==> src/rtl/ftg_pkg.sv <==
package ftg_pkg;

    localparam int unsigned DEF_INT_W  = 10;
    localparam int unsigned DEF_FRAC_W = 9;
    localparam int unsigned DEF_HR_DIV = 8;

    typedef enum logic {
        MODE_NORMAL = 1'b0,
        MODE_HIGH   = 1'b1
    } mode_e;

    typedef struct packed {
        logic fire;
        logic load;
    } pulse_t;

    // Replaces a zero count by one so the counter never holds zero.
    function automatic int unsigned nonzero(input int unsigned v);
        return (v == 0) ? 1 : v;
    endfunction

endpackage

==> src/rtl/ftg_ce_div.sv <==
module ftg_ce_div (
    input  logic clk,
    input  logic rst,
    input  logic tb_en_i,
    input  logic div2_i,
    output logic ce_o
);

    logic ph_q;

    always_ff @(posedge clk) begin
        if (rst) begin
            ph_q <= 1'b0;
        end else if (tb_en_i) begin
            ph_q <= ~ph_q;
        end
    end

    // With the halving select, only the enable seen while ph_q is set counts.
    assign ce_o = tb_en_i & (~div2_i | ph_q);

endmodule

==> src/rtl/ftg_frac_acc.sv <==
module ftg_frac_acc #(
    parameter int unsigned FRAC_W = ftg_pkg::DEF_FRAC_W
) (
    input  logic              clk,
    input  logic              rst,
    input  logic              clear_i,
    input  logic              load_i,
    input  logic [FRAC_W-1:0] frac_i,
    output logic              carry_o,
    output logic [FRAC_W-1:0] acc_o
);

    logic [FRAC_W-1:0] acc_q;
    logic [FRAC_W:0]   sum;

    assign sum = {1'b0, acc_q} + {1'b0, frac_i};

    // A clear in the same cycle as a load wins and discards that carry.
    assign carry_o = load_i & sum[FRAC_W] & ~clear_i;

    always_ff @(posedge clk) begin
        if (rst || clear_i) begin
            acc_q <= '0;
        end else if (load_i) begin
            acc_q <= sum[FRAC_W-1:0];
        end
    end

    assign acc_o = acc_q;

endmodule

==> src/rtl/ftg_prescaler.sv <==
module ftg_prescaler
    import ftg_pkg::*;
#(
    parameter int unsigned INT_W   = DEF_INT_W,
    parameter int unsigned HR_DIV  = DEF_HR_DIV,
    parameter int unsigned RST_CNT = 4
) (
    input  logic             clk,
    input  logic             rst,
    input  logic             ce_i,
    input  logic             high_rate_i,
    input  logic [INT_W-1:0] reload_i,
    input  logic             carry_i,
    output pulse_t           pulse_o,
    output logic [INT_W-1:0] cnt_o,
    output logic             stall_o,
    output mode_e            mode_o
);

    localparam logic [INT_W-1:0] HR_LOAD  = INT_W'(HR_DIV);
    localparam logic [INT_W-1:0] RST_LOAD = INT_W'(nonzero(RST_CNT));

    logic [INT_W-1:0] cnt_q, cnt_d;
    logic             stall_q, stall_d;
    mode_e            mode_q, mode_d;
    logic             enter, leave;
    pulse_t           pulse;

    assign enter = (mode_q == MODE_NORMAL) &&  high_rate_i;
    assign leave = (mode_q == MODE_HIGH)   && !high_rate_i;

    always_comb begin
        cnt_d      = cnt_q;
        stall_d    = stall_q;
        mode_d     = mode_q;
        pulse.fire = 1'b0;
        pulse.load = 1'b0;
        if (enter) begin
            cnt_d   = HR_LOAD;
            stall_d = 1'b0;
            mode_d  = MODE_HIGH;
        end else if (leave) begin
            cnt_d   = reload_i;
            stall_d = 1'b0;
            mode_d  = MODE_NORMAL;
        end else if (mode_q == MODE_HIGH) begin
            if (cnt_q == 1) begin
                pulse.fire = 1'b1;
                cnt_d      = HR_LOAD;
            end else begin
                cnt_d = cnt_q - 1'b1;
            end
        end else if (ce_i) begin
            if (stall_q) begin
                stall_d = 1'b0;
            end else if (cnt_q == 1) begin
                pulse.fire = 1'b1;
                pulse.load = 1'b1;
                cnt_d      = reload_i;
                stall_d    = carry_i;
            end else begin
                cnt_d = cnt_q - 1'b1;
            end
        end
    end

    always_ff @(posedge clk) begin
        if (rst) begin
            cnt_q   <= RST_LOAD;
            stall_q <= 1'b0;
            mode_q  <= MODE_NORMAL;
        end else begin
            cnt_q   <= cnt_d;
            stall_q <= stall_d;
            mode_q  <= mode_d;
        end
    end

    assign pulse_o = pulse;
    assign cnt_o   = cnt_q;
    assign stall_o = stall_q;
    assign mode_o  = mode_q;

endmodule

==> src/rtl/frac_tick_gen.sv <==
module frac_tick_gen
    import ftg_pkg::*;
#(
    parameter int unsigned INT_W     = DEF_INT_W,
    parameter int unsigned FRAC_W    = DEF_FRAC_W,
    parameter int unsigned HR_DIV    = DEF_HR_DIV,
    parameter int unsigned RST_WHOLE = 4,
    parameter int unsigned RST_FRAC  = 0
) (
    input  logic                    clk,
    input  logic                    rst,
    input  logic [INT_W+FRAC_W-1:0] period_i,
    input  logic                    period_wr_i,
    input  logic                    tooth_adv_i,
    input  logic                    tb_en_i,
    input  logic                    div2_i,
    input  logic                    high_rate_i,
    output logic                    tick_o
);

    localparam int unsigned PW = INT_W + FRAC_W;
    localparam logic [PW-1:0] RST_WORD =
        {INT_W'(RST_WHOLE), FRAC_W'(RST_FRAC)};

    logic [PW-1:0]     period_q;
    logic [INT_W-1:0]  whole;
    logic [INT_W-1:0]  reload;
    logic [FRAC_W-1:0] frac;
    logic              in_ce;
    logic              carry;
    logic              acc_clear;
    logic [FRAC_W-1:0] acc_val;
    logic [INT_W-1:0]  cnt_val;
    logic              stall_val;
    logic              hr_active;
    mode_e             mode;
    pulse_t            pulse;
    logic              tick_q;

    always_ff @(posedge clk) begin
        if (rst) begin
            period_q <= RST_WORD;
        end else if (period_wr_i) begin
            period_q <= period_i;
        end
    end

    assign whole     = period_q[PW-1:FRAC_W];
    assign frac      = period_q[FRAC_W-1:0];
    assign reload    = (whole == '0) ? INT_W'(1) : whole;
    assign acc_clear = period_wr_i | tooth_adv_i;
    assign hr_active = (mode == MODE_HIGH);

    ftg_ce_div u_ce (
        .clk     (clk),
        .rst     (rst),
        .tb_en_i (tb_en_i),
        .div2_i  (div2_i),
        .ce_o    (in_ce)
    );

    ftg_frac_acc #(.FRAC_W(FRAC_W)) u_acc (
        .clk     (clk),
        .rst     (rst),
        .clear_i (acc_clear),
        .load_i  (pulse.load),
        .frac_i  (frac),
        .carry_o (carry),
        .acc_o   (acc_val)
    );

    ftg_prescaler #(
        .INT_W   (INT_W),
        .HR_DIV  (HR_DIV),
        .RST_CNT (RST_WHOLE)
    ) u_pre (
        .clk         (clk),
        .rst         (rst),
        .ce_i        (in_ce),
        .high_rate_i (high_rate_i),
        .reload_i    (reload),
        .carry_i     (carry),
        .pulse_o     (pulse),
        .cnt_o       (cnt_val),
        .stall_o     (stall_val),
        .mode_o      (mode)
    );

    always_ff @(posedge clk) begin
        if (rst) begin
            tick_q <= 1'b0;
        end else begin
            tick_q <= pulse.fire;
        end
    end

    assign tick_o = tick_q;

endmodule

==> config.mk <==
export PLATFORM = sky130hd
export DESIGN_NAME = frac_tick_gen
export DESIGN_NICKNAME = d
export VERILOG_FILES = /design/src/rtl/ftg_pkg.sv /design/src/rtl/ftg_ce_div.sv /design/src/rtl/ftg_frac_acc.sv /design/src/rtl/ftg_prescaler.sv /design/src/rtl/frac_tick_gen.sv
export SDC_FILE = /design/constraint.sdc
export NUM_CORES = 1
export LEC_CHECK = 0
export ABC_AREA = 1
export BUFFER_PORTS_ARGS = -buffer_cell sky130_fd_sc_hd__buf_4
export CORE_MARGIN = 2
export CORE_UTILIZATION = 55
export DETAILED_ROUTE_END_ITERATION = 8
export PLACE_DENSITY = 0.83
export SKIP_LAST_GASP = 1
export SLEW_MARGIN = 0
export SYNTH_ARGS = -nofsm -noshare
export SYNTH_HDL_FRONTEND = slang
export SYNTH_SLANG_ARGS = --single-unit
export TNS_END_PERCENT = 30
==> constraint.sdc <==
create_clock -name clk -period 2.25 [get_ports clk]
set_input_delay 0.3375 -clock clk [delete_from_list [all_inputs] [get_ports clk]]
set_output_delay 0.3375 -clock clk [all_outputs]
set_load 0.005 [all_outputs]
# [Word-level counts from Yosys, hierarchy flattened]
# Index checks and enable logic that the tools add are counted.
[totals] ff_bits=42 latch_bits=0 mem_bits_rw=0 rom_bits=0 inputBits=26 output_inout_bits=1 word_cells=55 n_memories=0
[op_classes] n_addsub=2 n_mul=0 div=0 magnitude_cmp=0 eq_ne=3 shift=0 n_mux=20 n_bitwise=9 n_reduce_logical=13
[op_table] op="two-way mux 10 bit" count=7
[op_table] op="adder 9 x 9 -> 10 bit" count=1
[op_table] op="equality test 10 x 1 -> 1 bit (second input constant)" count=1
[op_table] op="zero test 10 bit" count=1
[op_table] op="subtractor 10 x 1 -> 10 bit (second input constant)" count=1
[op_table] op="two-way mux 1 bit" count=9
[op_table] op="two-way mux 2 bit" count=3
[op_table] op="AND reduction 2 bit" count=3
[op_table] op="two-way mux 4 bit" count=1
[op_table] op="!= test 4 bit (second input constant)" count=1
[op_table] op="NOT 1 bit" count=4
[op_table] op="nonzero test 4 bit" count=1
[op_table] op="bitwise AND 1 bit" count=3
[op_table] op="!= test 3 bit (second input constant)" count=1
[op_table] op="nonzero test 3 bit" count=1
[op_table] op="OR reduction 3 bit" count=1
[op_table] op="logical AND 1 bit" count=2
[op_table] op="bitwise OR 1 bit" count=2
[op_table] op="nonzero test 2 bit" count=1
[op_table] op="OR reduction 2 bit" count=1
[op_table] op="zero test 1 bit" count=1
[op_table] op="logical OR 1 bit" count=1

# [Logic depth before layout (Yosys ltp)]
# Gate-level depths: netlist (run 1).
[depth] word_depth=11 ltp_mapped=10 ltp_nobuf=10

# [Modules after synthesis]
# From an unflattened synthesis (run 1), not the netlist that was laid out.
[unflattened] hier_cells=396 hier_area_um2=2542.4
[by_module_without_submodules] module="ftg_prescaler" n_inst=1 cells_per_inst=160 area_per_inst_um2=937.1 seq_area_each_um2=240.2
[by_module_without_submodules] module="ftg_frac_acc" n_inst=1 cells_per_inst=125 area_per_inst_um2=798.3 seq_area_each_um2=180.2
[by_module_without_submodules] module="frac_tick_gen" n_inst=1 cells_per_inst=103 area_per_inst_um2=757.0 seq_area_each_um2=400.4
[by_module_without_submodules] module="ftg_ce_div" n_inst=1 cells_per_inst=8 area_per_inst_um2=50.0 seq_area_each_um2=20.0

# [Least setup slack after synthesis (run 1)]
# OpenSTA, ideal clock, no wires.
[synth_timing] path_type="register to register" startpoint="register period_q[0]" endpoint="register u_acc.acc_q[8] (netlist: u_acc.acc_o[8])" setup_time_ns=0.113 arrival_time_ns=1.563 required_time_ns=2.137 path_slack_ns=0.574 stages_incl_launch_ff=10 path_buffers=0 period_less_slack_ns=1.676 path_cell_list="dfxtp_1 ha_1 inv_1 fa_1 o21ai_0 nand2_1 nand3_1 nand2_1 nor2_1 nor2_1"
[synth_via] elab_chain_len=1
[synth_rtl] item="start, declared" line="frac_tick_gen.sv:25" text="logic [PW-1:0] period_q;"
[synth_rtl] item="start signal, assigned" line="frac_tick_gen.sv:44" text="period_q <= period_i;"
[synth_rtl] item="adder 9 x 9 -> 10 bit" line="ftg_frac_acc.sv:16" text="assign sum = {1'b0, acc_q} + {1'b0, frac_i};"
[synth_rtl] item="end signal, assigned" line="ftg_frac_acc.sv:25" text="acc_q <= sum[FRAC_W-1:0];"
[synth_rtl] item="end, declared" line="ftg_frac_acc.sv:13" text="logic [FRAC_W-1:0] acc_q;"
# Every way passes these cells.
# A chain may end at the register's enable or synchronous reset.

# [Final worst setup path (run 1)]
[layout_timing] startpoint="register u_acc.acc_q[0] (netlist: u_acc.acc_o[0])" endpoint="register u_acc.acc_q[8] (netlist: u_acc.acc_o[8])"
[layout_via] elab_chain_len=1
[layout_rtl] item="adder 9 x 9 -> 10 bit" line="ftg_frac_acc.sv:16"
# Every way passes these cells.

==> results.py, run 1 <==
metrics = {
    "logic_synthesis": {
        "syn-num-nets": 397,
        "synth_top_area_share": 0.3491,
        "synth_area_leaders": "dfxtp_1 (35%), nand2_1 (11%), nor2_1 (9.5%), o21ai_0 (8.7%), ha_1 (7.3%)",
        "synth_top_cell_by_area": "dfxtp_1",
        "ys_ff_latch": 42,
        "postSynthCellCount": 356,
        "synth_area_per_cell_um2": 6.766,
        "synth_warnings": 0,
        "synth_area_um2": 2409,
        "ys_seq_area_frac": 0.3491,
        "synth_cell_type_count": 26,
    },
    "floorplan": {
        "core_area_um2": 4294,
        "fp.dieArea_um2": 4925,
        "die_h_um": 70.18,
        "row_count": 24,
        "ioPinCount": 27,
        "start_util": 0.5609,
        "die_w_um": 70.18,
    },
    "placed_design": {
        "io_buffers": 26,
        "hpwlAfterDp_um": 3966,
        "gp_congestion": 0.8860,
    },
    "clocking": {
        "root_buffer": "clkbuf_8",
        "clock_sinks": 42,
        "ctsLongestPathBuffers": 2,
        "path_clk_slew_ps": 80,
        "ctsHoldBuffers": 0,
        "cts_tree": "yes",
        "worstSkewPairLatency_ps": 300,
        "cts_buffers": 5,
        "cts_resized": 0,
        "cts-htree-levels": 2,
        "post_cts.repair.setup_buffers": 0,
    },
    "min_path": {
        "hp-class": "input port to flop",
    },
    "routing": {
        "drc_errors": 0,
        "dr.first_iter.drc_count": 109,
        "vias_per_cell": 5.207,
        "vias": 2286,
        "drt-wirelength-per-cell_um": 11.85,
        "ant_nets": 0,
        "first_pass_iters": 4,
        "wl_um": 5203,
    },
    "timing": {
        "skew_ps": 6.277,
        "rsz0062_at_grt": "no",
        "fin_setup_tns_ps": 0,
        "final_hold_viol_count": 0,
        "hold_ws_ps": 253.3,
        "period_needed_ps": 1872,
        "tightest_slew_ps": 536.5,
        "setup-violations-final": 0,
        "maxSlewViolCount": 0,
        "slew_headroom": 0.6410,
        "finalCritPeriodShare": 0.8320,
        "fmax_mhz": 534.2,
    },
    "cells_and_area": {
        "num-fill-cells": 397,
        "diodes": 0,
        "area_growth_pct": 14.39,
        "nets": 427,
        "drive_gt1_frac": 0.1240,
    },
    "setup_path": {
        "crit_path_max_fanout": 3,
        "arrival_ps": 2070,
        "cp.required_ps": 2450,
        "critPathKind": "flop to flop",
        "worstSetupStartpointType": "flop",
        "crit_chain": "ha_1 -> inv_1 -> fa_1 -> o21ai_0 -> nand2_1 -> nand3_1 -> nand2_1 -> nor2_1 -> nor2_1",
        "worst_path_largest_cell_delay_ps": 390,
        "cp-end-kind": "flop",
        "critical_path.slowest_cell": "fa_1",
    },
    "global_route": {
        "grt_pass1_vias": 2088,
        "track_usage": 0.2232,
        "grt_max_degree": 20,
        "antenna_found_initial": 0,
        "grt_first_pass_wirelength_um": 8901,
        "gr-total-overflow": 0,
    },
    "pwr": {
        "p_per_area_nw_per_um2": 617.4,
        "vdd_ir_drop_max_v": 0.0005485,
        "p_leak_nw": 1.302,
    },
    "job": {
        "cap_violations": 0,
    },
    "status": {
        "outcome": "complete, no violations",
    },
}
[state kept, by name, summed over array words and instances, names as in the netlist]
register	cells
u_pre.cnt_o	10
tick_o	1
u_pre.stall_o	1
period_q	19
u_pre.mode_o	1
u_acc.acc_o	9
u_ce.ph_q	1
[layer usage]
metal | track usage | wire, um | up-vias
li1 | - | - | 1212
met1 | 0.2916 | 2535 | 1033
met2 | 0.3714 | 2430 | 35
met3 | 0.03608 | 159 | 6
met4 | 0.08333 | 77 | 0
met5 | 0 | 0 | -
[final timing paths]
path | depth (start not counted) | slack [ps] | startpoint | to
min reg2reg | 2 | 480 | period_q[13] | period_q[13]
max reg2reg | 9 | 380 | u_acc.acc_o[0] | u_acc.acc_o[8]
max | 9 | 380 | u_acc.acc_o[0] | u_acc.acc_o[8]
min | 3 | 250 | period_i[8] | period_q[8]
[critical path: cells and delay by family, from the launching register on]
family	cells	cell delay, ps
AND/OR/NAND/NOR	5	410
buffers and inverters	1	60
flip-flops	1	340
AO/OA/AOI/OAI	1	380
adder cells (fa/ha/maj)	2	580
[logic make-up (layout without fill, tap and decap cells)]
logic type | count (synthesis) | count (layout) | synth area share
xor gates and xnor gates | 6 | 6 | 0.02182
buffers and inverters | 47 | 78 | 0.07688
AOI/OAI and AO/OA | 77 | 77 | 0.1673
and+or+nand+nor | 169 | 169 | 0.3039
DFF | 42 | 42 | 0.3491
adders and majority gates | 15 | 15 | 0.08104
[report_power, final]
part	switching, W	internal, W	leakage [nW]
clock network	0.000265	0.000247	0.0472
logic	0.000218	0.000143	0.909
registers	0.0000390	0.000789	0.345
[metrics by stage]
step	util	instance area, um2	cells	total power [W]	setup slack (ps)
floorplan	-	2409	356	0.001100	573.9
global placement	0.6195	2660	431	0.001194	439.8
detailed placement	0.6195	2660	431	0.001204	418.5
CTS	0.6416	2755	439	0.001713	400.4
global route	0.6416	2755	439	0.001797	233.6
finish	0.6416	2755	439	0.001701	378.0
[cells in the mapped netlist (all sizes together)]
master / number
o21a: 2
nor2: 66
o21ai: 43
a21oi: 30
nand3b: 3
ha: 14
nand4: 3
nand3: 25
o31ai: 1
a211oi: 1
fa: 1
clkbuf: 4
buf: 2
nand2: 70
inv: 41
dfxtp: 42
xnor2: 6
nor3: 2
[layout by cell type, fill, tap and decap left out]
master	instances
o31ai_1	1
a211oi_1	1
nor2_2	1
dfxtp_1	42
nand4_1	3
xnor2_1	6
buf_4	29
nand2_2	1
o21a_1	2
nand3b_1	3
o21ai_2	1
nand3_1	23
inv_2	1
nor2_4	4
fa_1	1
o21ai_0	42
clkbuf_8	6
ha_1	14
nand3_2	2
a21oi_1	29
nor2_1	61
inv_1	40
a21oi_2	1
clkinv_2	1
clkinvlp_4	1
nand2_1	69
nor3_1	2
[layout make-up]
class                      instances  area [um2]  area share
clock buffer                       6       82.58     0.02997
sequential                        42       840.8      0.3052
timing repair buffer              29       217.7     0.07902
tap                               52       65.06     0.02361
multi-input combinational        267        1383      0.5018
clock inverter                     2       12.51    0.004541
inverter                          41       153.9     0.05586
Note: power is estimated with default switching activity, not from simulation.
==> run 2: changes to the inputs <==
- CORE_UTILIZATION: 55 -> 52
- PLACE_DENSITY: 0.83 -> 0.82
- clock period: 2.25 -> 1.6 ns (I/O delays scaled with it)
==> results.py, run 2 (synthesis gave the netlist of run 1 again) <==
metrics = {
    "status": {
        "outcome": "complete, no violations",
    },
    "cells_and_area": {
        "diodes": 0,
        "final_cell_mix": "nand2_1 (67), nor2_1 (60), o21ai_0 (41), buf_4 (41)",
        "drive_gt1_frac": 0.1775,
        "largest_register_ffs": 19,
        "final_common_cell": "nand2_1",
        "area_growth_pct": 21.82,
        "design_area_um2": 2934,
        "final_cells": 452,
        "top_register": "period_q",
        "nets": 440,
    },
    "timing": {
        "rsz0062_at_grt": "yes",
        "fmax_mhz": 634.9,
        "period_needed_ps": 1575,
        "tightest_slew_ps": 422.9,
        "slew_headroom": 0.7157,
        "maxSlewViolCount": 0,
        "final_hold_viol_count": 0,
        "finalCritPeriodShare": 0.9843,
        "skew_ps": 8.531,
        "setup-violations-final": 0,
    },
    "clocking": {
        "ctsHoldBuffers": 0,
        "cts_tree": "yes",
        "root_buffer": "clkbuf_8",
        "cts-htree-levels": 2,
        "worstSkewPairLatency_ps": 300,
        "path_clk_slew_ps": 80,
        "clock_sinks": 42,
        "cts_buffers": 5,
        "ctsLongestPathBuffers": 2,
    },
    "routing": {
        "dr.first_iter.drc_count": 174,
        "wl_um": 5551,
        "drt-wirelength-per-cell_um": 12.28,
        "drc_errors": 0,
        "first_pass_iters": 4,
        "vias": 2392,
        "ant_nets": 0,
        "vias_per_cell": 5.292,
    },
    "pwr": {
        "power_frac_clock": 0.379,
        "switching_share": 0.2743,
        "power_w": 0.002747,
        "p_sw_w": 0.0007536,
        "p_per_area_nw_per_um2": 936.3,
        "p_leak_nw": 1.393,
        "vdd_ir_drop_max_v": 0.0006016,
        "p_comb_frac": 0.195,
        "p_seq_frac": 0.426,
        "intPower_w": 0.001994,
    },
    "placed_design": {
        "placed_cell_area_um2": 2750,
        "gp_congestion": 0.8987,
        "io_buffers": 26,
        "hpwlAfterDp_um": 4087,
        "dp_cells": 443,
    },
    "global_route": {
        "grt_pass1_vias": 2149,
        "gr-total-overflow": 0,
        "track_usage": 0.2287,
        "grt_max_degree": 18,
        "antenna_found_initial": 0,
        "grt_first_pass_wirelength_um": 9446,
    },
    "job": {
        "cap_violations": 0,
    },
    "floorplan": {
        "die_h_um": 72.06,
        "start_util": 0.5456,
        "core_area_um2": 4414,
        "row_count": 24,
        "die_w_um": 72.06,
        "ioPinCount": 27,
        "fp.dieArea_um2": 5192,
    },
    "setup_path": {
        "crit_path_max_fanout": 4,
        "critPathKind": "flop to flop",
        "crit_buf_inv": 0,
        "critical_path.slowest_cell": "ha_1",
        "cp-end-kind": "flop",
        "cp_common_cell": "nand2_1",
        "arrival_ps": 1810,
        "cp_top_family": "compound AO/OA/AOI/OAI gates",
        "cp.required_ps": 1830,
        "worst_path_largest_cell_delay_ps": 360,
        "crit_chain": "ha_1 -> a21oi_1 -> nor2_1 -> nor2_1 -> nand2_1 -> nand2_1 -> nand2_1 -> a21oi_1",
        "worstSetupStartpointType": "flop",
    },
    "min_path": {
        "hp-class": "input port to flop",
    },
}
run 2: worst paths after layout:
| kind | startpoint | end | slack [ps] | depth (start not counted) |
|---|---|---|---|---|
| worst min-delay path | period_i[17] | period_q[17] | 160 | 3 |
| worst max register to register | period_q[4] | u_acc.acc_o[7] | 30 | 8 |
| worst max-delay path | period_q[4] | u_acc.acc_o[7] | 30 | 8 |
| worst min register to register | period_q[13] | period_q[13] | 480 | 2 |
run 2: timing repair:
action                     CTS  global route
pin swaps                    1             4
setup endpoints to repair    3            18
resized for setup            2            10
buffers inserted             0             1
gates cloned                 0             0
run 2: final cells by class:
type                       instances  area [um2]
sequential                        42       844.6
inverter                          41       153.9
tap                               52       65.06
multi-input combinational        267        1409
fill                             363        1480
clock inverter                     2       60.06
timing repair buffer              42       319.1
clock buffer                       6       82.58
run 2: per-stage QoR:
step                hold WS, ps  TNS [ps]  utilization  worst slack (ps)
global placement          461.0         0       0.6230             11.99
CTS                       158.2         0       0.6567             22.38
global route              152.2    -128.4       0.6647            -51.20
finish                    162.7         0       0.6647             25.06
detailed placement        466.6    -155.2       0.6230            -64.71
floorplan                 312.4         0            -             19.19
run 2: routing by layer:
layer,share of wire,up-vias,GRT usage
li1,-,1244,-
met1,0.45,1055,0.3056
met2,0.46,84,0.3704
met3,0.073,9,0.05278
met4,0.014,0,0.06709
met5,0,-,0
run 2: power groups by stage:
stage          logic (W)  clock network [W]  registers, W
2_1_floorplan   0.000373                  0       0.00117
3_3_place_gp    0.000508                  0       0.00119
3_5_place_dp    0.000517                  0       0.00119
4_1_cts         0.000525            0.00105       0.00117
5_1_grt         0.000614            0.00109       0.00118
6_report        0.000535            0.00104       0.00117
run 2: worst reg2reg max path: stages (launching register included):
cell and delay, ps:
dfxtp_1 330, ha_1 360, a21oi_1 310, nor2_1 70, nor2_1 130, nand2_1 70
nand2_1 60, nand2_1 60, a21oi_1 130
